$ cat config.mk
export PLATFORM = sky130hd
export DESIGN_NAME = btn_cmd_conditioner
export DESIGN_NICKNAME = d
export VERILOG_FILES = /design/src/rtl/btn_cmd_pkg.sv /design/src/rtl/btn_sync.sv /design/src/rtl/btn_debounce.sv /design/src/rtl/rise_pulse.sv /design/src/rtl/btn_cmd_conditioner.sv
export SDC_FILE = /design/constraint.sdc
export NUM_CORES = 1
export LEC_CHECK = 0
export ABC_AREA = 1
export BUFFER_PORTS_ARGS = -buffer_cell sky130_fd_sc_hd__clkbuf_2
export CORE_AREA = 2 2 94 96
export DETAILED_ROUTE_END_ITERATION = 10
export DIE_AREA = 0 0 96 98
export PLACE_DENSITY = 0.84
export RECOVER_POWER = 50
export SLEW_MARGIN = 20
export SYNTH_ARGS = -nofsm -noshare
export SYNTH_HDL_FRONTEND = slang
export SYNTH_HIERARCHICAL = 1
export SYNTH_SLANG_ARGS = --single-unit
$ cat constraint.sdc
create_clock -name clk_i -period 4.1 [get_ports clk_i]
set_input_delay 1.23 -clock clk_i [delete_from_list [all_inputs] [get_ports clk_i]]
set_output_delay 1.23 -clock clk_i [all_outputs]
set_load 0.01 [all_outputs]
$ cat src/rtl/btn_cmd_pkg.sv
package btn_cmd_pkg;
    // Number of conditioned buttons and their positions in the raw input vector
    localparam int unsigned BTN_COUNT = 4;
    localparam int unsigned IDX_LOAD_A = 0;
    localparam int unsigned IDX_LOAD_B = 1;
    localparam int unsigned IDX_STEP   = 2;
    localparam int unsigned IDX_RUN    = 3;
endpackage

$ cat src/rtl/btn_sync.sv
// Flip-flop chain that brings one asynchronous contact into the clock domain.
module btn_sync #(
    parameter int unsigned STAGES = 2
) (
    input  logic clk,
    input  logic rst,
    input  logic din,
    output logic dout
);
    logic [STAGES-1:0] chain_d, chain_q;

    generate
        if (STAGES == 1) begin : g_single
            always_comb chain_d = din;
        end else begin : g_multi
            always_comb chain_d = {chain_q[STAGES-2:0], din};
        end
    endgenerate

    always_ff @(posedge clk) begin
        if (rst) chain_q <= '0;
        else     chain_q <= chain_d;
    end

    assign dout = chain_q[STAGES-1];
endmodule

$ cat src/rtl/btn_debounce.sv
// Lockout debouncer: the first change is taken at once, then the input is
// ignored for HOLD_CYCLES cycles.
module btn_debounce #(
    parameter int unsigned HOLD_CYCLES = 250000
) (
    input  logic clk,
    input  logic rst,
    input  logic din,
    output logic level
);
    localparam int unsigned CW = $clog2(HOLD_CYCLES + 1);

    typedef struct packed {
        logic          level;
        logic [CW-1:0] wait_cnt;
    } deb_state_t;

    deb_state_t st_d, st_q;

    always_comb begin
        st_d = st_q;
        if (st_q.wait_cnt != '0) begin
            st_d.wait_cnt = st_q.wait_cnt - CW'(1);
        end else if (din != st_q.level) begin
            st_d.level    = din;
            st_d.wait_cnt = CW'(HOLD_CYCLES);
        end
    end

    always_ff @(posedge clk) begin
        if (rst) st_q <= '0;
        else     st_q <= st_d;
    end

    assign level = st_q.level;
endmodule

$ cat src/rtl/rise_pulse.sv
// Registered rising-edge detector: one-cycle pulse per 0-to-1 step.
module rise_pulse (
    input  logic clk,
    input  logic rst,
    input  logic level,
    output logic pulse
);
    typedef struct packed {
        logic prev;
        logic pulse;
    } edge_state_t;

    edge_state_t st_d, st_q;

    always_comb begin
        st_d.prev  = level;
        st_d.pulse = level & ~st_q.prev;
    end

    always_ff @(posedge clk) begin
        if (rst) st_q <= '0;
        else     st_q <= st_d;
    end

    assign pulse = st_q.pulse;
endmodule

$ cat src/rtl/btn_cmd_conditioner.sv
module btn_cmd_conditioner
    import btn_cmd_pkg::*;
#(
    parameter int unsigned HOLD_CYCLES = 250000,
    parameter int unsigned SYNC_STAGES = 2
) (
    input  logic                 clk_i,
    input  logic                 rst_i,
    input  logic [BTN_COUNT-1:0] btn_i,
    output logic                 load_a_o,
    output logic                 load_b_o,
    output logic                 step_o,
    output logic                 run_o
);
    logic [BTN_COUNT-1:0] synced;
    logic [BTN_COUNT-1:0] settled;
    logic [BTN_COUNT-1:0] cmd_pulse;

    generate
        for (genvar i = 0; i < BTN_COUNT; i++) begin : g_btn
            btn_sync #(.STAGES(SYNC_STAGES)) u_sync (
                .clk  (clk_i),
                .rst  (rst_i),
                .din  (btn_i[i]),
                .dout (synced[i])
            );
            btn_debounce #(.HOLD_CYCLES(HOLD_CYCLES)) u_deb (
                .clk   (clk_i),
                .rst   (rst_i),
                .din   (synced[i]),
                .level (settled[i])
            );
            rise_pulse u_edge (
                .clk   (clk_i),
                .rst   (rst_i),
                .level (settled[i]),
                .pulse (cmd_pulse[i])
            );
        end
    endgenerate

    // Sticky run flag: enabled register whose data input is constant one
    typedef struct packed {
        logic run;
    } run_state_t;

    run_state_t run_d, run_q;

    always_comb begin
        run_d = run_q;
        if (cmd_pulse[IDX_RUN]) run_d.run = 1'b1;
    end

    always_ff @(posedge clk_i) begin
        if (rst_i) run_q <= '0;
        else       run_q <= run_d;
    end

    assign load_a_o = cmd_pulse[IDX_LOAD_A];
    assign load_b_o = cmd_pulse[IDX_LOAD_B];
    assign step_o   = cmd_pulse[IDX_STEP];
    assign run_o    = run_q.run;
endmodule

Yosys cells after proc, flatten, opt, wreduce, memory -nomap -nowiden
Index checks and enable logic that the tools add are counted.
- multiply operators: 0
- equality and inequality tests: 4
- order comparisons: 0
- muxes and demuxes: 8
- divide/modulo/power cells: 0
- shift operators: 0
- bitwise operators: 12
- reductions and logical operators: 12
- add/subtract/negate cells: 4
- operator list (operator ; count):
    $mux W18 ; 8
    $reduce_bool A18 Y1 ; 4
    $sub A18 B1 Y18 const B ; 4
    $not A1 Y1 ; 8
    $reduce_and A2 Y1 ; 4
    $reduce_bool A2 Y1 ; 4
    $and A1 B1 Y1 ; 4
    $ne A1 B1 Y1 ; 4
- ROM bits: 0
- flip-flop bits (word level): 93
- latch bits: 0
- input bits: 6
- output and inout port bits: 4
- memories kept: 0
- memory bits (writable): 0

Longest topological paths before layout
Gate-level depths: netlist (run 1).
- depth after elaboration: 3
- gate-level depth with buffers: 9

Modules after synthesis
The synthesis (run 1) kept the hierarchy.
- modules (own cells, without submodules) (module ; cells an instance ; area each (um2) ; seq. area each (um2) ; times used):
    btn_debounce at g_btn[0].u_deb ... ; 155 ; 1109.8 ; 380.4 ; 3
    btn_debounce at g_btn[3].u_deb ; 155 ; 1098.6 ; 380.4 ; 1
    rise_pulse ; 6 ; 60.1 ; 40.0 ; 4
    btn_sync ; 6 ; 55.1 ; 40.0 ; 4
    btn_cmd_conditioner ; 3 ; 27.5 ; 20.0 ; 1

Least setup slack after synthesis (run 1)
OpenSTA, ideal clock, no wires.
- path kind: input -> register
- start: input port rst_i
- end: register g_btn[0].u_deb.st_q (netlist bit g_btn[0].u_deb/level)
- required time: 3.971 ns
- setup slack: 2.181 ns
- arrival time: 1.791 ns
- setup time: 0.129 ns
- stages on the path: 3
- path buffers: 2
- path through: buf_1 -> clkbuf_1 -> nor2_1
- RTL lines (element ; line ; RTL):
    start, declared ; btn_cmd_conditioner.sv:8 ; input logic rst_i,
    end signal, assigned ; btn_debounce.sv:32 ; else st_q <= st_d;
    end, declared ; btn_debounce.sv:18 ; deb_state_t st_d, st_q;
No word-level cell between the ends.

Worst setup path after layout (run 1)
- start: input port rst_i
- end: register g_btn[3].u_deb/st_q[2] in the netlist's numbering
- RTL lines (element ; line):
    end signal, assigned ; btn_debounce.sv:32
    end, declared ; btn_debounce.sv:18
No word-level cell between the ends.

==> results.sh, run 1 <==
export IMPL_clk_latency_ns=0.36
export IMPL_hp_start="g_btn[1].u_edge/st_q[1]$_SDFF_PP0_"
export IMPL_clkTransAtPathRegs_ns=0.08
export IMPL_ys_flop_type="dfxtp_1"
export IMPL_finalSetupTns_ns=0
export IMPL_synth_avg_cell_area_um2=7.33
export IMPL_die_h_um=98
export IMPL_synth_seq_cells=93
export IMPL_cts_repair_resized=0
export IMPL_nNetsFinal=691
export IMPL_htreeDepth=3
export IMPL_synth_edf_count=0
export IMPL_synth_top_cell_area_share_pct=37.9
export IMPL_num_antenna_cells=0
export IMPL_postCtsSetupBuffers=0
export IMPL_pre_cts_slack_ns=1.54
export IMPL_grt_max_degree=50
export IMPL_core_um2=8470
export IMPL_whs_ns=0.405
export IMPL_worst_path_max_fanout=49
export IMPL_cts_hold_buf=0
export IMPL_maxSlewHeadroom_pct=33.0
export IMPL_cp_start_kind="input pin"
export IMPL_netlist_instances=671
export IMPL_critical_path_max_stage_delay_ns=0.74
export IMPL_vias_per_cell=5.10
export IMPL_drc=0
export IMPL_drv_cap=0
export IMPL_ys_top_cells_by_area="dfxtp_1 (38%), nor2_1 (12%), nand2_1 (9.2%)"
export IMPL_die_area_um2=9410
export IMPL_clock_sinks=93
export IMPL_hpwl_um=6600
export IMPL_status="completed"
export IMPL_synth_warnings=6
export IMPL_synth_seq_area_share_pct=37.9
export IMPL_die_x_um=96
export IMPL_placed_cells=778
export IMPL_yosysTopAreaCell="dfxtp_1"
export IMPL_io_pin_count=10
export IMPL_drive_gt1_share_pct=13.1
export IMPL_r2r_start="g_btn[3].u_deb/st_q[0]$_SDFFE_PP0P_"
export IMPL_area_growth_pct=5.75
export IMPL_yosysMostFrequentCell="nor2_1"
export IMPL_hold_violations=0
export IMPL_num_rows=34
export IMPL_skew_ns=0.0108
export IMPL_finalSetupViolCount=0
export IMPL_slew_violations=0
export IMPL_tightest_slew_ns=1.01
export IMPL_crit_chain="clkbuf_2, buf_4, nor3_1"
export IMPL_worstSetupPathType="input pin to register"
export IMPL_synthTopCellsByCount="nor2_1 (157), nand2_1 (121), dfxtp_1 (93), inv_1 (76), nand3_1 (40)"
export IMPL_num_vias=4048
export IMPL_final_cells=794
export IMPL_wire_per_inst_um=11.4
export IMPL_final_period_utilization_pct=53.4
export IMPL_io_buffers=9
export IMPL_start_util_pct=58.1
export IMPL_async_reset_ff_share_pct=0
export IMPL_grt_pass1_vias=3899
export IMPL_cts_buffers=9
export IMPL_crit_path_end_kind="register"
export IMPL_worstPathRequired_ns=4.34
export IMPL_antenna_found_initial=0
export IMPL_overflow=0
export IMPL_first_iter_violations=124
export IMPL_hold_path_class="register to register"
export IMPL_cts_buffer_depth=2
export IMPL_totalWireLength_um=9060
export IMPL_crit_slowest_cell="clkbuf_2"
export IMPL_setup_ws_ns=1.91
export IMPL_syn_area_um2=4920
export IMPL_grt_setup_unrepaired="false"
export IMPL_startpoint="rst_i"
export IMPL_place_congestion=0.903
export IMPL_grt_pass1_wl_um=16000
export IMPL_drtAntennaViolNets=0
export IMPL_fin_crit_ns=2.19
export IMPL_synth_cell_types=30
export IMPL_root_buffer="clkbuf_8"
export IMPL_syn_num_nets=681
export IMPL_firstDrtPassIters=4
export IMPL_cts_tree="built"
export IMPL_arrival_ns=2.43
export IMPL_max_freq_mhz=457
export IMPL_grt_total_usage_pct=20.8
==> final timing paths <==
check | to | slack (ns) | cells after the start
worst min-delay path | g_btn[1].u_edge/pulse$_SDFF_PP0_ | 0.41 | 1
worst max-delay path | g_btn[3].u_deb/st_q[2]$_SDFFE_PP0P_ | 1.91 | 3
worst min register to register | g_btn[1].u_edge/pulse$_SDFF_PP0_ | 0.41 | 1
worst max register to register | g_btn[3].u_deb/st_q[10]$_SDFFE_PP0P_ | 2.55 | 9
==> layer usage <==
metal | vias up | GRT usage, % | wire length [um]
met1 | 1843 | 25.4 | 4100
met2 | 87 | 35.4 | 4450
met3 | 13 | 3.24 | 364
li1 | 2105 | - | -
met5 | - | 0 | 0
met4 | 0 | 9.67 | 140
==> layout by cell type, fill, tap and decap left out, types with 2 or more instances in the layout <==
master and n:
clkinv_2 2, clkbuf_8 10, nand2_1 124, nand3_1 40, xnor2_1 20, inv_1 76, o21ai_1 8, nand4_1 8
a21oi_2 3, o21bai_1 8, a21o_1 8, nand3_2 4, clkbuf_2 5, nor2_1 157, dfxtp_1 93, nand3b_1 8
nor2_8 8, xor2_1 8, clkinvlp_4 2, or2_2 8, nand2_2 8, nand3_4 4, a21oi_1 13, clkbuf_1 5
nor3_1 7, buf_4 2, nor2_4 10, o21ai_0 4, and3_1 4, nand2_4 12, ha_1 4, nor2_2 11
==> area by class of cell <==
| cell class | count | area [um^2] |
|---|---|---|
| Fill cell | 739 | 3270 |
| Multi-Input combinational cell | 490 | 2690 |
| Sequential cell | 93 | 1860 |
| Inverter | 76 | 285 |
| Clock buffer | 11 | 141 |
| Tap cell | 108 | 135 |
| Timing Repair Buffer | 11 | 55.1 |
| Clock inverter | 5 | 33.8 |
==> registers in the layout (all words and copies together) (netlist names) <==
name                  cells
g_btn.u_deb/st_q         72
g_btn.u_edge/st_q         4
run_o                     1
g_btn.u_edge/pulse        4
g_btn.u_deb/level         4
g_btn.u_sync/chain_q      8
==> through the flow <==
step | instance area [um^2] | utilization [%]
finish | 5200 | 61.4
global route | 5200 | 61.4
CTS | 5210 | 61.6
detailed placement | 5040 | 59.5
global placement | 5040 | 59.5
floorplan | 4920 | -
==> critical path: cells and delay by family <==
| family | cells | cell delay [ns] |
|---|---|---|
| buffers and inverters | 2 | 1.10 |
| and+or+nand+nor | 1 | 0.08 |
==> kinds of logic (layout without fill, tap and decap cells) <==
logic type,after synthesis,in the layout,synth area share [%]
compound gates,44,44,5.52
xor+xnor,28,28,4.99
fa+ha+maj,4,4,1.02
buf+inv,88,103,7.33
flops,93,93,37.9
simple gates,414,414,43.3
Power of run 1 is left out: the tool's default activity adds up to more than one toggle a clock period on the data nets, which glitch-free logic cannot reach.
==> inputs of run 2 (changes only) <==
==> constraint.sdc (replaced) <==
create_clock -name clk_i -period 2.2 [get_ports clk_i]
set_input_delay 0.66 -clock clk_i [delete_from_list [all_inputs] [get_ports clk_i]]
set_output_delay 0.66 -clock clk_i [all_outputs]
set_load 0.01 [all_outputs]
==> results.sh, run 2 (synthesis gave the netlist of run 1 again) <==
export IMPL_postCtsSetupBuffers=0
export IMPL_htreeDepth=3
export IMPL_crit_chain="clkbuf_1, clkbuf_2, nor3_1"
export IMPL_start_util_pct=58.1
export IMPL_vias_per_cell=5.18
export IMPL_grt_pass1_vias=3972
export IMPL_drv_cap=0
export IMPL_skew_ns=0.00608
export IMPL_overflow=0
export IMPL_tightest_slew_ns=0.852
export IMPL_crit_path_end_kind="register"
export IMPL_grt_pass1_wl_um=16800
export IMPL_drive_gt1_share_pct=12.8
export IMPL_hold_violations=0
export IMPL_largest_reg_flops=72
export IMPL_cts_repair_resized=0
export IMPL_slew_violations=0
export IMPL_worstSetupPathType="input pin to register"
export IMPL_cts_tree="built"
export IMPL_io_buffers=9
export IMPL_drtAntennaViolNets=0
export IMPL_num_vias=4119
export IMPL_arrival_ns=1.97
export IMPL_fin_crit_ns=1.75
export IMPL_cts_buffers=9
export IMPL_fill_cells=709
export IMPL_grt_total_usage_pct=21.9
export IMPL_largestRegisters="g_btn.u_deb/st_q: 72 flops, g_btn.u_sync/chain_q: 8 flops"
export IMPL_reg2reg_slack_ns=0.67
export IMPL_max_freq_mhz=571
export IMPL_die_x_um=96
export IMPL_worstPathRequired_ns=2.42
export IMPL_regMostFlops="g_btn.u_deb/st_q"
export IMPL_critPathBufInv=2
export IMPL_setup_ws_ns=0.449
export IMPL_firstDrtPassIters=4
export IMPL_num_rows=34
export IMPL_area_growth_pct=5.88
export IMPL_clkTransAtPathRegs_ns=0.09
export IMPL_crit_slowest_cell="clkbuf_1"
export IMPL_drc=0
export IMPL_finalSetupViolCount=0
export IMPL_place_congestion=0.923
export IMPL_hpwl_um=6960
export IMPL_die_h_um=98
export IMPL_cp_start_kind="input pin"
export IMPL_grt_setup_unrepaired="false"
export IMPL_most_common_layout_cells="nor2_1 (157), nand2_1 (125), dfxtp_1 (93)"
export IMPL_wire_per_inst_um=11.8
export IMPL_critical_path_max_stage_delay_ns=0.62
export IMPL_status="completed"
export IMPL_totalWireLength_um=9400
export IMPL_pre_cts_slack_ns=0.622
export IMPL_finalSetupTns_ns=0
export IMPL_final_period_utilization_pct=79.6
export IMPL_core_um2=8470
export IMPL_first_iter_violations=144
export IMPL_num_antenna_cells=0
export IMPL_nNetsFinal=693
export IMPL_cts_buffer_depth=2
export IMPL_hold_path_class="register to register"
export IMPL_io_pin_count=10
export IMPL_antenna_found_initial=0
export IMPL_path_delay_family="buffers and inverters"
export IMPL_root_buffer="clkbuf_8"
export IMPL_maxSlewHeadroom_pct=43.2
export IMPL_final_common_cell="nor2_1"
export IMPL_worst_path_max_fanout=22
export IMPL_clock_sinks=93
export IMPL_die_area_um2=9410
export IMPL_cts_hold_buf=0
export IMPL_clk_latency_ns=0.35
export IMPL_grt_max_degree=23
## run 2: cell types whose count changed in the layout (fill, tap and decap cells not counted), sizes merged
cell      previous run  this run
inv                 77        76
clkbuf              20        23
clkinvlp             2         1
## run 2: layout make-up
class	instances	area (um^2)	area share, %
inverter	76	285	5.48
clock inverter	3	21.3	0.409
sequential	93	1860	35.8
multi-input combinational	490	2680	51.6
timing repair buffer	13	62.6	1.20
tap	108	135	2.60
clock buffer	12	155	2.98
## run 2: path summary, 6_finish.rpt
| path | startpoint | to | depth (start not counted) |
|---|---|---|---|
| setup / recovery | rst_i | g_btn[3].u_deb/st_q[2]$_SDFFE_PP0P_ | 3 |
| hold reg to reg | g_btn[0].u_edge/st_q[1]$_SDFF_PP0_ | g_btn[0].u_edge/pulse$_SDFF_PP0_ | 1 |
| hold / removal | g_btn[0].u_edge/st_q[1]$_SDFF_PP0_ | g_btn[0].u_edge/pulse$_SDFF_PP0_ | 1 |
| setup reg to reg | g_btn[2].u_deb/st_q[0]$_SDFFE_PP0P_ | g_btn[2].u_deb/st_q[10]$_SDFFE_PP0P_ | 9 |
## run 2: layer usage
layer | GRT usage, % | share of wire, %
met5 | 0 | 0
met4 | 8.13 | 1.6
met1 | 27.3 | 44
met2 | 37.4 | 50
met3 | 3.78 | 3.9
## run 2: stage by stage
stage          cell area (um^2)  utilization [%]  hold slack [ns]  std cells
6_report                   5200             61.5            0.404        795
5_1_grt                    5200             61.5            0.421        795
4_1_cts                    5230             61.7            0.404        795
3_5_place_dp               5050             59.7            0.392        780
3_3_place_gp               5050             59.7            0.388        780
2_1_floorplan              4920                -            0.382        671
Power of run 2 is left out for the same reason.
==> inputs of run 3 (changes only) <==
--- a/config.mk
+++ b/config.mk
@@ -5,11 +5,11 @@
 export SDC_FILE = /design/constraint.sdc
 export NUM_CORES = 1
 export LEC_CHECK = 0
-export ABC_AREA = 1
+export ABC_AREA = 0
 export BUFFER_PORTS_ARGS = -buffer_cell sky130_fd_sc_hd__clkbuf_2
-export CORE_AREA = 2 2 94 96
+export CORE_AREA = 2 2 92 94
 export DETAILED_ROUTE_END_ITERATION = 10
-export DIE_AREA = 0 0 96 98
+export DIE_AREA = 0 0 94 96
 export PLACE_DENSITY = 0.84
 export RECOVER_POWER = 50
 export SLEW_MARGIN = 20
==> constraint.sdc (replaced) <==
create_clock -name clk_i -period 1.7 [get_ports clk_i]
set_input_delay 0.51 -clock clk_i [delete_from_list [all_inputs] [get_ports clk_i]]
set_output_delay 0.51 -clock clk_i [all_outputs]
set_load 0.01 [all_outputs]
==> results.sh, run 3 <==
export IMPL_status="finished with violations"
export IMPL_violations="setup timing"
export IMPL_cp_start_kind="register"
export IMPL_fin_crit_ns=1.89
export IMPL_grt_pass1_wl_um=21700
export IMPL_drive_gt1_share_pct=43.7
export IMPL_ys_top_cells_by_area="dfxtp_1 (40%), a21oi_1 (5.6%), nor4_4 (3.2%)"
export IMPL_seq_area_um2=1890
export IMPL_nNetsFinal=652
export IMPL_setup_ws_ns=-0.190
export IMPL_synth_warnings=6
export IMPL_grt_max_degree=30
export IMPL_worstSetupPathType="register to register"
export IMPL_final_cells=751
export IMPL_drv_cap=0
export IMPL_synth_avg_cell_area_um2=9.16
export IMPL_worstPathRequired_ns=1.98
export IMPL_cts_buffers=9
export IMPL_core_um2=8050
export IMPL_netlist_instances=509
export IMPL_synth_seq_cells=93
export IMPL_drc=0
export IMPL_clk_latency_ns=0.36
export IMPL_syn_area_um2=4660
export IMPL_synth_top_cell_area_share_pct=39.9
export IMPL_num_rows=33
export IMPL_place_congestion=0.948
export IMPL_max_freq_mhz=529
export IMPL_root_buffer="clkbuf_8"
export IMPL_num_vias=5117
export IMPL_synthSimpleGateAreaFrac_pct=29.1
export IMPL_arrival_ns=2.17
export IMPL_htreeDepth=3
export IMPL_largestRegisters="g_btn.u_deb/st_q: 72 flops, g_btn.u_sync/chain_q: 8 flops"
export IMPL_first_iter_violations=488
export IMPL_yosysMostFrequentCell="dfxtp_1"
export IMPL_die_x_um=94
export IMPL_synth_top_family_by_area="simple AND/OR/NAND/NOR gates"
export IMPL_synth_xor_area_share_pct=2.25
export IMPL_synth_seq_area_share_pct=39.9
export IMPL_clkTransAtPathRegs_ns=0.10
export IMPL_maxSlewHeadroom_pct=45.1
export IMPL_syn_num_nets=519
export IMPL_skew_ns=0.0128
export IMPL_grt_setup_unrepaired="true"
export IMPL_grt_total_usage_pct=29.9
export IMPL_placed_cells=706
export IMPL_die_h_um=96
export IMPL_synth_cell_types=51
export IMPL_drtAntennaViolNets=0
export IMPL_overflow=0
export IMPL_io_buffers=9
export IMPL_multi_input_area_um2=3090
export IMPL_whs_ns=0.349
export IMPL_largest_reg_flops=72
export IMPL_grt_pass1_vias=4648
export IMPL_yosysTopAreaCell="dfxtp_1"
export IMPL_vias_per_cell=6.81
export IMPL_hpwl_um=8020
export IMPL_synth_edf_count=0
export IMPL_area_growth_pct=39.5
export IMPL_cts_tree="built"
export IMPL_clock_sinks=93
export IMPL_synthAdderAreaFrac_pct=1.07
export IMPL_final_common_cell="buf_4"
export IMPL_tightest_slew_ns=0.823
export IMPL_hold_violations=0
export IMPL_synth_compound_area_share_pct=20.3
export IMPL_num_antenna_cells=0
export IMPL_synthTopCellsByCount="dfxtp_1 (93), a21oi_1 (52), nand2_1 (37), nor2_1 (33), inv_1 (21)"
export IMPL_crit_path_end_kind="register"
export IMPL_io_pin_count=10
export IMPL_worst_path_max_fanout=4
export IMPL_most_common_layout_cells="buf_4 (113), dfxtp_1 (82), a21oi_1 (35)"
export IMPL_async_reset_ff_share_pct=0
export IMPL_wire_per_inst_um=21.7
export IMPL_hold_path_class="input pin to register"
export IMPL_regMostFlops="g_btn.u_deb/st_q"
export IMPL_final_util_pct=80.8
export IMPL_fill_cells=421
export IMPL_ys_flop_type="dfxtp_1"
export IMPL_final_period_utilization_pct=111
export IMPL_synthMuxAreaShare_pct=2.90
export IMPL_finalSetupViolCount=45
export IMPL_totalWireLength_um=16300
export IMPL_start_util_pct=57.9
export IMPL_slew_violations=0
export IMPL_die_area_um2=9020
export IMPL_firstDrtPassIters=8
export IMPL_cts_buffer_depth=2
export IMPL_antenna_found_initial=0
-- run 3: layer usage --
metal	global-route usage, %	up-vias	part of all wire, %
met5	0	-	0
met2	53.9	409	48
li1	-	2173	-
met3	5.09	147	8.0
met1	35.2	2388	36
met4	12.4	0	7.3
-- run 3: cell type report --
cell class	count	area share (%)
Multi-Input combinational cell	375	47.5
Clock buffer	10	2.12
Sequential cell	93	29.0
Timing Repair Buffer	142	17.1
Inverter	21	1.33
Tap cell	105	2.02
Clock inverter	5	0.924
-- run 3: worst paths after layout --
| check | depth (start not counted) | startpoint | end | slack [ns] |
|---|---|---|---|---|
| max | 7 | g_btn[2].u_deb/st_q[0]$_SDFFE_PP0P_ | g_btn[2].u_deb/st_q[14]$_SDFFE_PP0P_ | -0.19 |
| min | 2 | btn_i[2] | g_btn[2].u_sync/chain_q[0]$_SDFF_PP0_ | 0.35 |
| max reg2reg | 7 | g_btn[2].u_deb/st_q[0]$_SDFFE_PP0P_ | g_btn[2].u_deb/st_q[14]$_SDFFE_PP0P_ | -0.19 |
| min reg2reg | 1 | g_btn[0].u_edge/st_q[1]$_SDFF_PP0_ | g_btn[0].u_edge/pulse$_SDFF_PP0_ | 0.40 |
-- run 3: critical path, stage by stage, from the launching register on --
cell and delay [ns]:
dfxtp_2 0.35, inv_2 0.07, ha_4 0.15, nor4b_4 0.36, nand4_1 0.19, buf_4 0.19
or3_1 0.31, a31oi_1 0.18
-- run 3: what timing repair did --
| action | CTS | global route |
|---|---|---|
| setup endpoints to repair | 33 | 63 |
| setup buffers | 15 | 16 |
| gates resized for setup | 39 | 80 |
| hold buffers | 0 | 0 |
| pin swaps | 21 | 44 |
-- run 3: kinds of logic (layout without fill, tap and decap cells) --
| family | Yosys count | after routing |
|---|---|---|
| AO/OA/AOI/OAI | 144 | 144 |
| XOR/XNOR | 12 | 12 |
| adder cells (fa/ha/maj) | 4 | 4 |
| buffers and inverters | 41 | 178 |
| flip-flops | 93 | 93 |
| multiplexers | 12 | 12 |
| AND/OR/NAND/NOR | 203 | 203 |
-- run 3: per-stage QoR --
stage / worst slack, ns / cell area [um^2] / setup TNS, ns
floorplan: -0.0455 / 4720 / -0.156
global placement: -0.0302 / 5590 / -0.0684
detailed placement: -0.127 / 5590 / -0.994
CTS: -0.0804 / 6060 / -0.500
global route: -0.249 / 6500 / -4.88
finish: -0.190 / 6500 / -2.68
Power of run 3 is left out for the same reason.
